--- src/rtl/exec_steer_pkg.sv ---
package exec_steer_pkg;

  localparam int CLS_W     = 3;
  localparam int NUM_UNITS = 6;
  localparam int UNIT_W    = 3;

  typedef enum logic [CLS_W-1:0] {
    OP_INT_ANY    = 3'd0,
    OP_INT_BRSH   = 3'd1,
    OP_INT_MULDIV = 3'd2,
    OP_FP_MUL     = 3'd3,
    OP_FP_DIV     = 3'd4,
    OP_FP_SQRT    = 3'd5,
    OP_FP_GEN     = 3'd6,
    OP_FP_MISC    = 3'd7
  } op_cls_e;

  localparam logic [UNIT_W-1:0] U_ALU1  = 3'd0;
  localparam logic [UNIT_W-1:0] U_ALU2  = 3'd1;
  localparam logic [UNIT_W-1:0] U_FMUL  = 3'd2;
  localparam logic [UNIT_W-1:0] U_FDIV  = 3'd3;
  localparam logic [UNIT_W-1:0] U_FSQRT = 3'd4;
  localparam logic [UNIT_W-1:0] U_FGEN  = 3'd5;
  localparam logic [UNIT_W-1:0] U_NONE  = 3'd7;

  // Unit a class is tied to; U_NONE for classes that may use either ALU.
  function automatic logic [UNIT_W-1:0] home_unit(input logic [CLS_W-1:0] cls);
    logic [UNIT_W-1:0] u;
    case (cls)
      OP_INT_BRSH:   u = U_ALU1;
      OP_INT_MULDIV: u = U_ALU2;
      OP_FP_MUL:     u = U_FMUL;
      OP_FP_DIV:     u = U_FDIV;
      OP_FP_SQRT:    u = U_FSQRT;
      OP_FP_GEN,
      OP_FP_MISC:    u = U_FGEN;
      default:       u = U_NONE;
    endcase
    return u;
  endfunction

endpackage

--- src/rtl/steer_pick_oldest.sv ---
module steer_pick_oldest #(
  parameter int N  = 4,
  parameter int IW = 2
) (
  input  logic [N-1:0]  req_i,
  input  logic          blocked_i,
  output logic          win_vld_o,
  output logic [IW-1:0] win_idx_o,
  output logic [N-1:0]  win_1h_o
);

  // Scan from the youngest slot down, so the lowest requesting index is kept.
  always_comb begin
    win_vld_o = 1'b0;
    win_idx_o = '0;
    win_1h_o  = '0;
    for (int i = N - 1; i >= 0; i--) begin
      if (req_i[i] && !blocked_i) begin
        win_vld_o   = 1'b1;
        win_idx_o   = IW'(i);
        win_1h_o    = '0;
        win_1h_o[i] = 1'b1;
      end
    end
  end

endmodule

--- src/rtl/steer_flex_fill.sv ---
module steer_flex_fill #(
  parameter int N  = 4,
  parameter int IW = 2
) (
  input  logic [N-1:0]         req_i,
  input  logic [1:0]           free_i,
  output logic [1:0]           take_o,
  output logic [1:0][IW-1:0]   take_idx_o,
  output logic [N-1:0]         placed_o
);

  logic [1:0] open_w;

  // Oldest flexible op first; each op tries ALU1, then ALU2.
  always_comb begin
    open_w     = free_i;
    take_o     = '0;
    take_idx_o = '0;
    placed_o   = '0;
    for (int i = 0; i < N; i++) begin
      if (req_i[i]) begin
        if (open_w[0]) begin
          open_w[0]     = 1'b0;
          take_o[0]     = 1'b1;
          take_idx_o[0] = IW'(i);
          placed_o[i]   = 1'b1;
        end else if (open_w[1]) begin
          open_w[1]     = 1'b0;
          take_o[1]     = 1'b1;
          take_idx_o[1] = IW'(i);
          placed_o[i]   = 1'b1;
        end
      end
    end
  end

endmodule

--- src/rtl/exec_port_steer.sv ---
module exec_port_steer
  import exec_steer_pkg::*;
#(
  parameter int NUM_SLOTS = 4,
  localparam int IW = (NUM_SLOTS > 1) ? $clog2(NUM_SLOTS) : 1
) (
  input  logic                        clk_i,
  input  logic                        rst_ni,
  input  logic [NUM_SLOTS-1:0]        slot_vld_i,
  input  logic [NUM_SLOTS*CLS_W-1:0]  slot_cls_i,
  input  logic [NUM_UNITS-1:0]        unit_busy_i,
  output logic [NUM_UNITS-1:0]        grant_vld_o,
  output logic [NUM_UNITS*IW-1:0]     grant_idx_o,
  output logic [NUM_SLOTS-1:0]        stall_o
);

  logic [NUM_SLOTS-1:0][CLS_W-1:0]  cls;
  logic [NUM_UNITS-1:0][NUM_SLOTS-1:0] pin_req;
  logic [NUM_SLOTS-1:0]             flex_req;
  logic [NUM_UNITS-1:0]             pin_vld;
  logic [NUM_UNITS-1:0][IW-1:0]     pin_idx;
  logic [NUM_UNITS-1:0][NUM_SLOTS-1:0] pin_1h;
  logic [NUM_SLOTS-1:0]             pin_all;
  logic [1:0]                       alu_free;
  logic [1:0]                       flex_take;
  logic [1:0][IW-1:0]               flex_idx;
  logic [NUM_SLOTS-1:0]             flex_placed;

  logic [NUM_UNITS-1:0]             gnt_vld_d, gnt_vld_q;
  logic [NUM_UNITS-1:0][IW-1:0]     gnt_idx_d, gnt_idx_q;
  logic [NUM_SLOTS-1:0]             stall_d,   stall_q;
  logic                             out_en;

  assign cls = slot_cls_i;

  // Classify each slot: tied to one unit, or free to use either ALU.
  always_comb begin
    pin_req  = '0;
    flex_req = '0;
    for (int i = 0; i < NUM_SLOTS; i++) begin
      if (slot_vld_i[i]) begin
        if (home_unit(cls[i]) == U_NONE) begin
          flex_req[i] = 1'b1;
        end else begin
          pin_req[home_unit(cls[i])][i] = 1'b1;
        end
      end
    end
  end

  // Pass 1: tied classes, oldest wins per unit.
  for (genvar u = 0; u < NUM_UNITS; u++) begin : g_pin
    steer_pick_oldest #(.N(NUM_SLOTS), .IW(IW)) u_pick (
      .req_i     (pin_req[u]),
      .blocked_i (unit_busy_i[u]),
      .win_vld_o (pin_vld[u]),
      .win_idx_o (pin_idx[u]),
      .win_1h_o  (pin_1h[u])
    );
  end

  always_comb begin
    pin_all = '0;
    for (int u = 0; u < NUM_UNITS; u++) pin_all |= pin_1h[u];
  end

  // Pass 2: flexible integer ops fill the ALUs left open.
  assign alu_free = ~unit_busy_i[1:0] & ~pin_vld[1:0];

  steer_flex_fill #(.N(NUM_SLOTS), .IW(IW)) u_flex (
    .req_i      (flex_req),
    .free_i     (alu_free),
    .take_o     (flex_take),
    .take_idx_o (flex_idx),
    .placed_o   (flex_placed)
  );

  // Next-state
  always_comb begin
    gnt_vld_d = pin_vld;
    gnt_idx_d = pin_idx;
    for (int a = 0; a < 2; a++) begin
      if (flex_take[a]) begin
        gnt_vld_d[a] = 1'b1;
        gnt_idx_d[a] = flex_idx[a];
      end
    end
    stall_d = slot_vld_i & ~(pin_all | flex_placed);
  end

  assign out_en = 1'b1;

  // Register
  always_ff @(posedge clk_i or negedge rst_ni) begin
    if (!rst_ni) begin
      gnt_vld_q <= '0;
      gnt_idx_q <= '0;
      stall_q   <= '0;
    end else if (out_en) begin
      gnt_vld_q <= gnt_vld_d;
      gnt_idx_q <= gnt_idx_d;
      stall_q   <= stall_d;
    end
  end

  assign grant_vld_o = gnt_vld_q;
  assign grant_idx_o = gnt_idx_q;
  assign stall_o     = stall_q;

  // Assertions
  AST_ALU1_LEGAL: assert property (@(posedge clk_i) disable iff (!rst_ni)
    gnt_vld_d[0] |-> (cls[gnt_idx_d[0]] == OP_INT_ANY || cls[gnt_idx_d[0]] == OP_INT_BRSH));
  AST_ALU2_LEGAL: assert property (@(posedge clk_i) disable iff (!rst_ni)
    gnt_vld_d[1] |-> (cls[gnt_idx_d[1]] == OP_INT_ANY || cls[gnt_idx_d[1]] == OP_INT_MULDIV));
  for (genvar f = 2; f < NUM_UNITS; f++) begin : g_fp_chk
    AST_FPU_LEGAL: assert property (@(posedge clk_i) disable iff (!rst_ni)
      gnt_vld_d[f] |-> (home_unit(cls[gnt_idx_d[f]]) == UNIT_W'(f)));
  end
  AST_BUSY_NO_GRANT: assert property (@(posedge clk_i) disable iff (!rst_ni)
    (|unit_busy_i) |=> ((grant_vld_o & $past(unit_busy_i)) == '0));
  AST_SINGLE_PLACE: assert property (@(posedge clk_i) disable iff (!rst_ni)
    (pin_all & flex_placed) == '0);
  AST_STALL_ONLY_VALID: assert property (@(posedge clk_i) disable iff (!rst_ni)
    1'b1 |=> ((stall_o & ~$past(slot_vld_i)) == '0));

endmodule

--- config.mk ---
export PLATFORM = sky130hd
export DESIGN_NAME = exec_port_steer
export DESIGN_NICKNAME = d
export VERILOG_FILES = /design/src/rtl/exec_steer_pkg.sv /design/src/rtl/steer_pick_oldest.sv /design/src/rtl/steer_flex_fill.sv /design/src/rtl/exec_port_steer.sv
export SDC_FILE = /design/constraint.sdc
export NUM_CORES = 1
export LEC_CHECK = 0
export ABC_AREA = 1
export BUFFER_PORTS_ARGS = -buffer_cell sky130_fd_sc_hd__buf_2
export CELL_PAD_IN_SITES_DETAIL_PLACEMENT = 0
export CELL_PAD_IN_SITES_GLOBAL_PLACEMENT = 1
export CORE_ASPECT_RATIO = 0.9
export CORE_MARGIN = 1.5
export CORE_UTILIZATION = 37
export DETAILED_ROUTE_END_ITERATION = 10
export PLACE_DENSITY_LB_ADDON = 0.1
export SETUP_SLACK_MARGIN = 0.5
export SYNTH_ARGS = -nofsm -noshare
export SYNTH_HDL_FRONTEND = slang
export SYNTH_HIERARCHICAL = 1
export SYNTH_SLANG_ARGS = --single-unit
--- constraint.sdc ---
create_clock -name clk_i -period 0.8 [get_ports clk_i]
set_clock_uncertainty 0.1 [all_clocks]
set_input_delay 0.04 -clock clk_i [delete_from_list [all_inputs] [get_ports clk_i]]
set_output_delay 0.04 -clock clk_i [all_outputs]
set_load 0.02 [all_outputs]
==> results of run 1 <==
==> metrics by stage <==
stage | utilization (%) | worst slack (ns) | cells | total power [µW]
after floorplan | - | -0.627 | 280 | 1710
after global placement | 68.7 | -0.908 | 467 | 2220
after detailed placement | 68.7 | -0.968 | 467 | 2230
after CTS | 86.4 | -0.559 | 486 | 3670
after global routing | 92.9 | -0.819 | 502 | 4050
final | 92.9 | -0.828 | 502 | 3970
==> cells by family after synthesis <==
kind of cell    count (synthesis)
flops                          22
compound gates                 18
simple gates                  191
buf+inv                        49
==> flip-flops by register name (all words and copies together) (netlist names) <==
signal       flops
grant_idx_o     12
stall_o          4
grant_vld_o      6
==> what timing repair did <==
item                                    4_1_cts  5_1_grt
pin swaps                                    58       40
endpoints found under the setup margin       44       44
resized for setup                           156       43
endpoints found under the hold margin        25       22
setup buffers                                15       16
cloned                                        0        0
==> synth_stat cells <==
cell type | count | area share, %
a21oi_1 | 3 | 0.92
nand2_2 | 10 | 3.8
inv_2 | 7 | 1.6
o21ai_1 | 6 | 1.8
nand3_2 | 2 | 1.2
inv_1 | 42 | 9.7
a31oi_1 | 2 | 0.77
nor2_2 | 1 | 0.38
nand3_1 | 2 | 0.61
nor3_1 | 8 | 2.5
dfrtp_1 | 22 | 34
nand2_1 | 83 | 19
o22ai_1 | 1 | 0.38
nor2_1 | 76 | 18
o21ai_0 | 6 | 1.8
nand3b_1 | 6 | 2.8
nand4_1 | 1 | 0.38
or2_2 | 2 | 0.77
==> power groups by stage <==
stage | Sequential, µW | Combinational [µW] | Clock (µW)
6_report | 1200 | 1650 | 1110
5_1_grt | 1210 | 1700 | 1150
4_1_cts | 1200 | 1380 | 1090
3_5_place_dp | 1210 | 1030 | 0
3_3_place_gp | 1210 | 1010 | 0
2_1_floorplan | 1290 | 423 | 0
==> layout make-up <==
cell class	count	area, µm²	share of cell area [%]
well taps	60	75.1	1.94
inverters	49	255	6.61
flip-flops and latches	22	551	14.3
repair buffers	158	1490	38.6
clock inverters	1	30.0	0.778
multi-input cells	209	1420	36.7
clock buffers	3	41.3	1.07
==> how the worst min path moves through the flow <==
stage	startpoint	end	slack, ns
2_1_floorplan	rst_ni	grant_idx_o[0]$_DFF_PN0_	-0.36
3_5_place_dp	rst_ni	grant_idx_o[4]$_DFF_PN0_	-0.11
6_report	rst_ni	grant_idx_o[8]$_DFF_PN0_	-0.42
4_1_cts	rst_ni	grant_idx_o[7]$_DFF_PN0_	-0.41
3_3_place_gp	rst_ni	grant_idx_o[4]$_DFF_PN0_	-0.12
5_1_grt	rst_ni	grant_idx_o[8]$_DFF_PN0_	-0.40
==> routing by layer <==
| metal | track usage (%) | wire [µm] | vias up |
|---|---|---|---|
| li1 | - | - | 1170 |
| met1 | 32.2 | 3420 | 1339 |
| met2 | 55.4 | 4870 | 261 |
| met3 | 3.96 | 972 | 90 |
| met4 | 7.31 | 841 | 0 |
| met5 | 0 | 0 | - |
==> impl_metrics.tcl, run 1 <==
set metrics [dict create \
    internal-power_uw 2620 \
    root_buffer "clkbuf_8" \
    hold_class "input port to asynchronous set/reset pin" \
    finalHoldViolations 23 \
    slew_headroom_pct 79.4 \
    antennaDiodeCount 0 \
    start_kind "input port" \
    final_cell_mix "buf_4, buf_6, nor2_1, nand2_1, nand2_2" \
    vdd_drop_max_v 0.000997 \
    core_area_mm2 0.00416 \
    crit_cells 14 \
    grt_pass1_vias 2345 \
    area_growth_pct 137 \
    io_pins 46 \
    violations "hold timing, setup timing" \
    leakagePower_uw 0.00206 \
    final_antenna_net_count 0 \
    ys_types 18 \
    initial_core_util_pct 39.2 \
    pwr-share-seq_pct 30.3 \
    nFillCells 138 \
    first_pass_iters 5 \
    globalRouteOverflowTotal 0 \
    synth_top_family_by_area "simple AND/OR/NAND/NOR gates" \
    worst_path_max_delay_cell "nor2_4" \
    drive_above_1_share_pct 63.1 \
    end_kind "flop" \
    wire_per_inst_um 20.1 \
    clock_path_buffers 2 \
    synthesis.area_mm2 0.00163 \
    crit_family "simple AND/OR/NAND/NOR gates" \
    swShare_pct 33.9 \
    power_switching_uw 1340 \
    min_period_ns 1.63 \
    dpl_cell_area_mm2 0.00285 \
    globalplace.congestion 0.920 \
    routed_via_density 5.70 \
    drtIter0Drc 300 \
    path_buf_inv 4 \
    cts_buffers 3 \
    final_net_count 467 \
    antenna_found_initial 0 \
    grt_util_all_layers_pct 28.5 \
    setup_viol 40 \
    synth-xor-area-share_pct 0 \
    synth_compound_area_share_pct 5.76 \
    clock-sinks 22 \
    arrival_ns 1.69 \
    hpwl_um 4270 \
    muxShareOfSynthArea_pct 0 \
    grt_max_degree 23 \
    synthAdderAreaFrac_pct 0 \
    syn_nets 304 \
    vias 2860 \
    drt_wl_total_um 10100 \
    drcViolationCount 0 \
    die_x_um 72.9 \
    criticalPathCategory "input port to flop" \
    tightest_slew_ns 0.307 \
    h-tree-depth 1 \
    fp-row-count 22 \
    cp.required_ns 0.86 \
    die_y_um 65.9 \
    cts_tree "yes" \
    cpPeakStageDelay_ns 0.23 \
    synthCells 280 \
    drv_cap 0 \
    portBuffers 45 \
    grt_setup_unrepaired "true" \
    fin_tns_setup_ns -10.94 \
    holdWs_ns -0.419 \
    crit_fanout 6 \
    cp_cell_sequence "buf_8, clkinv_8, nand2_8, nor2_4, o21ai_2, nand2_2, nor2_4, nand3_2, buf_4, buf_4, a21oi_1, nor2_1, nand2_1, nor2_1" \
    yosys_warnings 6 \
    outcome "finished, violations left" \
    ys_ff_latch 22 \
    combPwrFrac_pct 41.6 \
    synth-simple-area-share_pct 49.1 \
    final_area_mm2 0.00386 \
    pwr-share-clk_pct 28.0 \
    grt_pass1_wl_um 10500 \
    fin_ws_ns -0.828 \
    syn_avg_cell_area_um2 5.81 \
    final_common_cell "buf_4" \
    design.die.area_mm2 0.00481 \
    clk_pin_slew_ns 0.10 \
    drv_slew 0 \
    yosysSeqAreaShare_pct 33.8 \
    fmax_ghz 0.614 \
    cp-endpoint "stall_o[2]$_DFF_PN0_" \
    cellPowerDensity_mw_per_mm2 1030 \
    startpoint "slot_cls_i[10]" \
    period_share_pct 204 \
]
No activity file was read; power rests on OpenSTA's default activity.
==> inputs of run 2 (changes only) <==
--- a/config.mk
+++ b/config.mk
@@ -11,7 +11,7 @@
 export CELL_PAD_IN_SITES_GLOBAL_PLACEMENT = 1
 export CORE_ASPECT_RATIO = 0.9
 export CORE_MARGIN = 1.5
-export CORE_UTILIZATION = 37
+export CORE_UTILIZATION = 31
 export DETAILED_ROUTE_END_ITERATION = 10
 export PLACE_DENSITY_LB_ADDON = 0.1
 export SETUP_SLACK_MARGIN = 0.5
==> constraint.sdc (replaced) <==
create_clock -name clk_i -period 1.3 [get_ports clk_i]
set_clock_uncertainty 0.1 [all_clocks]
set_input_delay 0.065 -clock clk_i [delete_from_list [all_inputs] [get_ports clk_i]]
set_output_delay 0.065 -clock clk_i [all_outputs]
set_load 0.02 [all_outputs]
==> run 2 against run 1 <==
Net effect: the flow still finishes with violations (hold timing, setup timing); global-route usage is 7.5 points lower; critical path depth stayed put; sequential cell count is the same; die area increased by 18%; combinational power decreased by 49%; setup slack improved by 0.73 ns; first-iteration DRC count down 70%; critical endpoint is now grant_vld_o[1]$_DFF_PN0_.
==> impl_metrics.tcl, run 2 (same netlist as run 1, synthesis figures left out) <==
set metrics [dict create \
    outcome "finished, violations left" \
    violations "hold timing, setup timing" \
    holdWs_ns -0.345 \
    cp.required_ns 1.36 \
    antennaDiodeCount 0 \
    end_kind "flop" \
    grt_util_all_layers_pct 21.0 \
    drive_above_1_share_pct 57.2 \
    fin_ws_ns -0.0987 \
    arrival_ns 1.46 \
    vias 2177 \
    drcViolationCount 0 \
    finalHoldViolations 30 \
    io_pins 46 \
    dp_slack_ns -0.478 \
    min_period_ns 1.40 \
    p_total_uw 2250 \
    die_x_um 79.4 \
    criticalPathCategory "input port to flop" \
    nFillCells 397 \
    grt_max_degree 23 \
    final_cell_mix "buf_4, nand2_1, buf_6, nor2_1, inv_1" \
    globalplace.congestion 0.890 \
    clock-sinks 22 \
    h-tree-depth 1 \
    dpl_cell_area_mm2 0.00258 \
    antenna_found_initial 0 \
    vdd_drop_max_v 0.000520 \
    final_common_cell "buf_4" \
    core_area_mm2 0.00495 \
    tightest_slew_ns 0.516 \
    hold_class "input port to asynchronous set/reset pin" \
    grt_pass1_wl_um 9210 \
    final_antenna_net_count 0 \
    setup_viol 6 \
    crit_fanout 6 \
    clk_pin_slew_ns 0.09 \
    worst_path_max_delay_cell "or2_4" \
    design.die.area_mm2 0.00570 \
    portBuffers 45 \
    root_buffer "clkbuf_8" \
    globalRouteOverflowTotal 0 \
    clock_path_buffers 2 \
    grt_setup_unrepaired "true" \
    cts_tree "yes" \
    drv_slew 0 \
    initial_core_util_pct 32.9 \
    cp_cell_sequence "buf_8, nand2_8, nor2_4, o21ai_2, nand2_2, nor2_4, nand2_2, nand2_2, nand2_1, nand2_1, nand2_1, nand2_1, nand2_2, or2_4" \
    grt_pass1_vias 2066 \
    cts_buffers 3 \
    largest_reg_flops 12 \
    cellPowerDensity_mw_per_mm2 640 \
    slew_headroom_pct 65.6 \
    start_kind "input port" \
    hpwl_um 4260 \
    wire_per_inst_um 12.4 \
    period_share_pct 108 \
    cpPeakStageDelay_ns 0.22 \
    final_area_mm2 0.00351 \
    leakagePower_uw 0.00192 \
    routed_via_density 4.51 \
    fmax_ghz 0.715 \
    final_net_count 443 \
    die_y_um 71.7 \
    drtIter0Drc 90 \
    first_pass_iters 4 \
    fp-row-count 24 \
    area_growth_pct 116 \
    drv_cap 0 \
    drt_wl_total_um 5970 \
]
-- run 2: cell count changes in the layout (fill, tap and decap cells not counted), moves of 4 or more --
cell / previous run / this run
inv_2: 14 / 10
nor2_2: 6 / 12
nor2_4: 21 / 13
nor3_4: 4 / 8
buf_4: 80 / 67
nand2_1: 49 / 59
nand2_2: 28 / 21
inv_1: 25 / 31
buf_6: 60 / 54
-- run 2: layer usage --
metal	GRT usage (%)	up-vias	share of wire, %	routed length (µm)
met4	4.68	0	0.95	57
met2	36.3	46	51	3040
li1	-	1119	-	-
met1	28.0	1006	45	2710
met5	0	-	0	0
met3	2.68	6	2.7	163
-- run 2: power breakdown --
group	internal, µW	switching [µW]
Clock	412	261
Combinational	417	422
Sequential	721	16.7
Total	1550	700
-- run 2: path summary, 6_finish.rpt --
check / endpoint / startpoint / cells after the start
setup / recovery: grant_vld_o[1]$_DFF_PN0_ / slot_cls_i[6] / 14
hold / removal: grant_idx_o[5]$_DFF_PN0_ / rst_ni / 1
max in group asynchronous: stall_o[0]$_DFF_PN0_ / rst_ni / 1
min in group clk_i: grant_idx_o[11]$_DFF_PN0_ / unit_busy_i[5] / 4
-- run 2: repair_timing --
action / in CTS / in global routing
resized for setup: 122 / 63
buffers inserted: 14 / 13
setup endpoints to repair: 44 / 44
pin swaps: 34 / 37
endpoints found under the hold margin: 28 / 25
-- run 2: stage by stage --
step	setup TNS, ns	util (%)	instances
finish	-0.375	70.9	483
global route	-0.954	70.9	483
CTS	-0.180	64.4	470
detailed placement	-3.84	52.1	452
global placement	-3.64	52.1	452
floorplan	-0.396	-	280
-- run 2: area by class of cell --
type | count | area (µm²) | share of cell area (%)
clock buffers | 3 | 41.3 | 1.17
clock inverters | 1 | 30.0 | 0.854
flip-flops and latches | 22 | 551 | 15.7
inverters | 49 | 231 | 6.59
well taps | 65 | 81.3 | 2.31
repair buffers | 134 | 1240 | 35.3
multi-input cells | 209 | 1340 | 38.1
-- run 2: critical path, delay by kind of cell --
| kind | cells | cell delay (ns) |
|---|---|---|
| and+or+nand+nor | 12 | 1.12 |
| AOI/OAI and AO/OA | 1 | 0.16 |
| buffers and inverters | 1 | 0.11 |
==> inputs of run 3 (changes only) <==
--- a/config.mk
+++ b/config.mk
@@ -11,7 +11,7 @@
 export CELL_PAD_IN_SITES_GLOBAL_PLACEMENT = 1
 export CORE_ASPECT_RATIO = 0.9
 export CORE_MARGIN = 1.5
-export CORE_UTILIZATION = 31
+export CORE_UTILIZATION = 34
 export DETAILED_ROUTE_END_ITERATION = 10
 export PLACE_DENSITY_LB_ADDON = 0.1
 export SETUP_SLACK_MARGIN = 0.5
==> constraint.sdc (replaced) <==
create_clock -name clk_i -period 1.6 [get_ports clk_i]
set_clock_uncertainty 0.1 [all_clocks]
set_input_delay 0.08 -clock clk_i [delete_from_list [all_inputs] [get_ports clk_i]]
set_output_delay 0.08 -clock clk_i [all_outputs]
set_load 0.02 [all_outputs]
==> run 3 against run 2 <==
Net effect: the flow now finishes without violations; cell area shrank 20%; global-route usage down 0.36 points; total power shrank 26%; sequential cell count unchanged; count of clock-buffer cells in the layout unchanged; non-clock buffer count shrank 36; clock power shrank 21%; utilization fell by 8.7 points; critical path depth up 1; sequential power shrank 20%; via count is 7.1% lower; critical endpoint unchanged.
==> impl_metrics.tcl, run 3 (same netlist as run 1, synthesis figures left out) <==
set metrics [dict create \
    outcome "complete, no violations" \
    die_y_um 68.6 \
    first_pass_iters 4 \
    crit_fanout 6 \
    cp_cell_sequence "buf_8, inv_12, nand2_4, nor2_4, o21ai_2, nand2_2, nor2_4, nand2_2, nand2_4, nand2_1, nand2_1, nand2_1, nand2_1, nand2_2, or2_4" \
    cp.required_ns 1.66 \
    hp-start "unit_busy_i[4]" \
    cts_buffers 3 \
    globalRouteOverflowTotal 0 \
    crit_family "simple AND/OR/NAND/NOR gates" \
    clock-sinks 22 \
    start_kind "input port" \
    drtIter0Drc 82 \
    final_net_count 407 \
    design.die.area_mm2 0.00521 \
    period_share_pct 92.2 \
    grt_max_degree 23 \
    tightest_slew_ns 0.546 \
    final_cell_mix "nand2_1, nor2_1, buf_4, inv_1, buf_2" \
    die_x_um 75.9 \
    pwr-share-seq_pct 35.8 \
    vias 2023 \
    hpwl_um 4050 \
    internal-power_uw 1160 \
    drv_slew 0 \
    min_period_ns 1.48 \
    antennaDiodeCount 0 \
    clk_pin_slew_ns 0.09 \
    combPwrFrac_pct 31.9 \
    grt_setup_unrepaired "true" \
    cts_tree "yes" \
    critPathMostFrequentCell "nand2_1" \
    wire_per_inst_um 11.9 \
    worst_path_max_delay_cell "nor2_4" \
    holdWs_ns 0.00235 \
    initial_core_util_pct 36.0 \
    core_area_mm2 0.00452 \
    largest_reg_flops 12 \
    grt_pass1_wl_um 8260 \
    power_switching_uw 497 \
    leakagePower_uw 0.00166 \
    whs_path_depth 4 \
    pwr-share-clk_pct 32.3 \
    drt_wl_total_um 5270 \
    portBuffers 45 \
    fin_tns_setup_ns 0 \
    h-tree-depth 1 \
    grt_pass1_vias 1754 \
    cellPowerDensity_mw_per_mm2 589 \
    drcViolationCount 0 \
    area_growth_pct 72.8 \
    setup_viol 0 \
    routed_via_density 4.56 \
    p_total_uw 1660 \
    root_buffer "clkbuf_8" \
    final_antenna_net_count 0 \
    hold_class "input port to flop" \
    grt_util_all_layers_pct 20.6 \
    end_kind "flop" \
    cpPeakStageDelay_ns 0.24 \
    fin_ws_ns 0.125 \
    globalplace.congestion 0.827 \
    path_buf_inv 2 \
    drv_cap 0 \
    clock_path_buffers 2 \
    min_to "grant_idx_o[8]$_DFF_PN0_" \
    dp_slack_ns -0.184 \
    criticalPathCategory "input port to flop" \
    swShare_pct 30.0 \
    vdd_drop_max_v 0.000328 \
    drive_above_1_share_pct 44.0 \
    io_pins 46 \
    antenna_found_initial 0 \
    arrival_ns 1.54 \
    final_common_cell "nand2_1" \
    fmax_ghz 0.678 \
    slew_headroom_pct 63.6 \
    finalHoldViolations 0 \
    fp-row-count 23 \
]
## run 3: power groups by stage
stage | Combinational, µW | Sequential, µW | Clock (µW)
floorplan | 188 | 646 | 0
global placement | 416 | 604 | 0
detailed placement | 417 | 605 | 0
CTS | 479 | 594 | 546
global route | 573 | 596 | 563
finish | 528 | 593 | 535
## run 3: worst min-delay path, delay by kind of cell
family        cells  cell delay [ns]
buf+inv           1             0.10
simple gates      3             0.15
## run 3: per-layer routing
layer  vias up  part of all wire (%)  routed length, µm  global-route usage [%]
li1       1055                     -                  -                       -
met1       912                    45               2390                    27.7
met2        50                    47               2490                    36.1
met3         6                   6.2                329                    2.24
met4         0                   1.1                 57                    5.56
met5         -                     0                  0                       0
## run 3: repair_timing
item / in CTS / in global routing
resized for setup: 34 / 24
hold buffers: 1 / 0
setup buffers: 11 / 7
setup endpoints to repair: 10 / 10
pin swaps: 23 / 28
endpoints found under the hold margin: 23 / 0
## run 3: worst max path at each step
stage,from,to,depth (start not counted)
after floorplan,slot_cls_i[7],grant_vld_o[1]$_DFF_PN0_,14
after global placement,slot_cls_i[8],grant_vld_o[1]$_DFF_PN0_,15
after detailed placement,slot_cls_i[11],grant_idx_o[2]$_DFF_PN0_,17
after CTS,slot_vld_i[3],grant_idx_o[2]$_DFF_PN0_,16
after global routing,slot_cls_i[7],grant_idx_o[3]$_DFF_PN0_,16
final,slot_cls_i[7],grant_vld_o[1]$_DFF_PN0_,15
## run 3: area by class of cell
type                       count  area, µm²
inverter                      49        224
sequential                    22        551
clock buffer                   3       41.3
clock inverter                 1       30.0
timing repair buffer          98        747
multi-input combinational    209       1140
fill                         408       1710
tap                           62       77.6
## run 3: metrics by stage
stage               util [%]  area [µm²]  cells
detailed placement      52.3        2360    421
global placement        52.3        2360    421
CTS                     59.0        2660    437
finish                  62.3        2810    444
global route            62.3        2810    444
floorplan                  -        1810    280
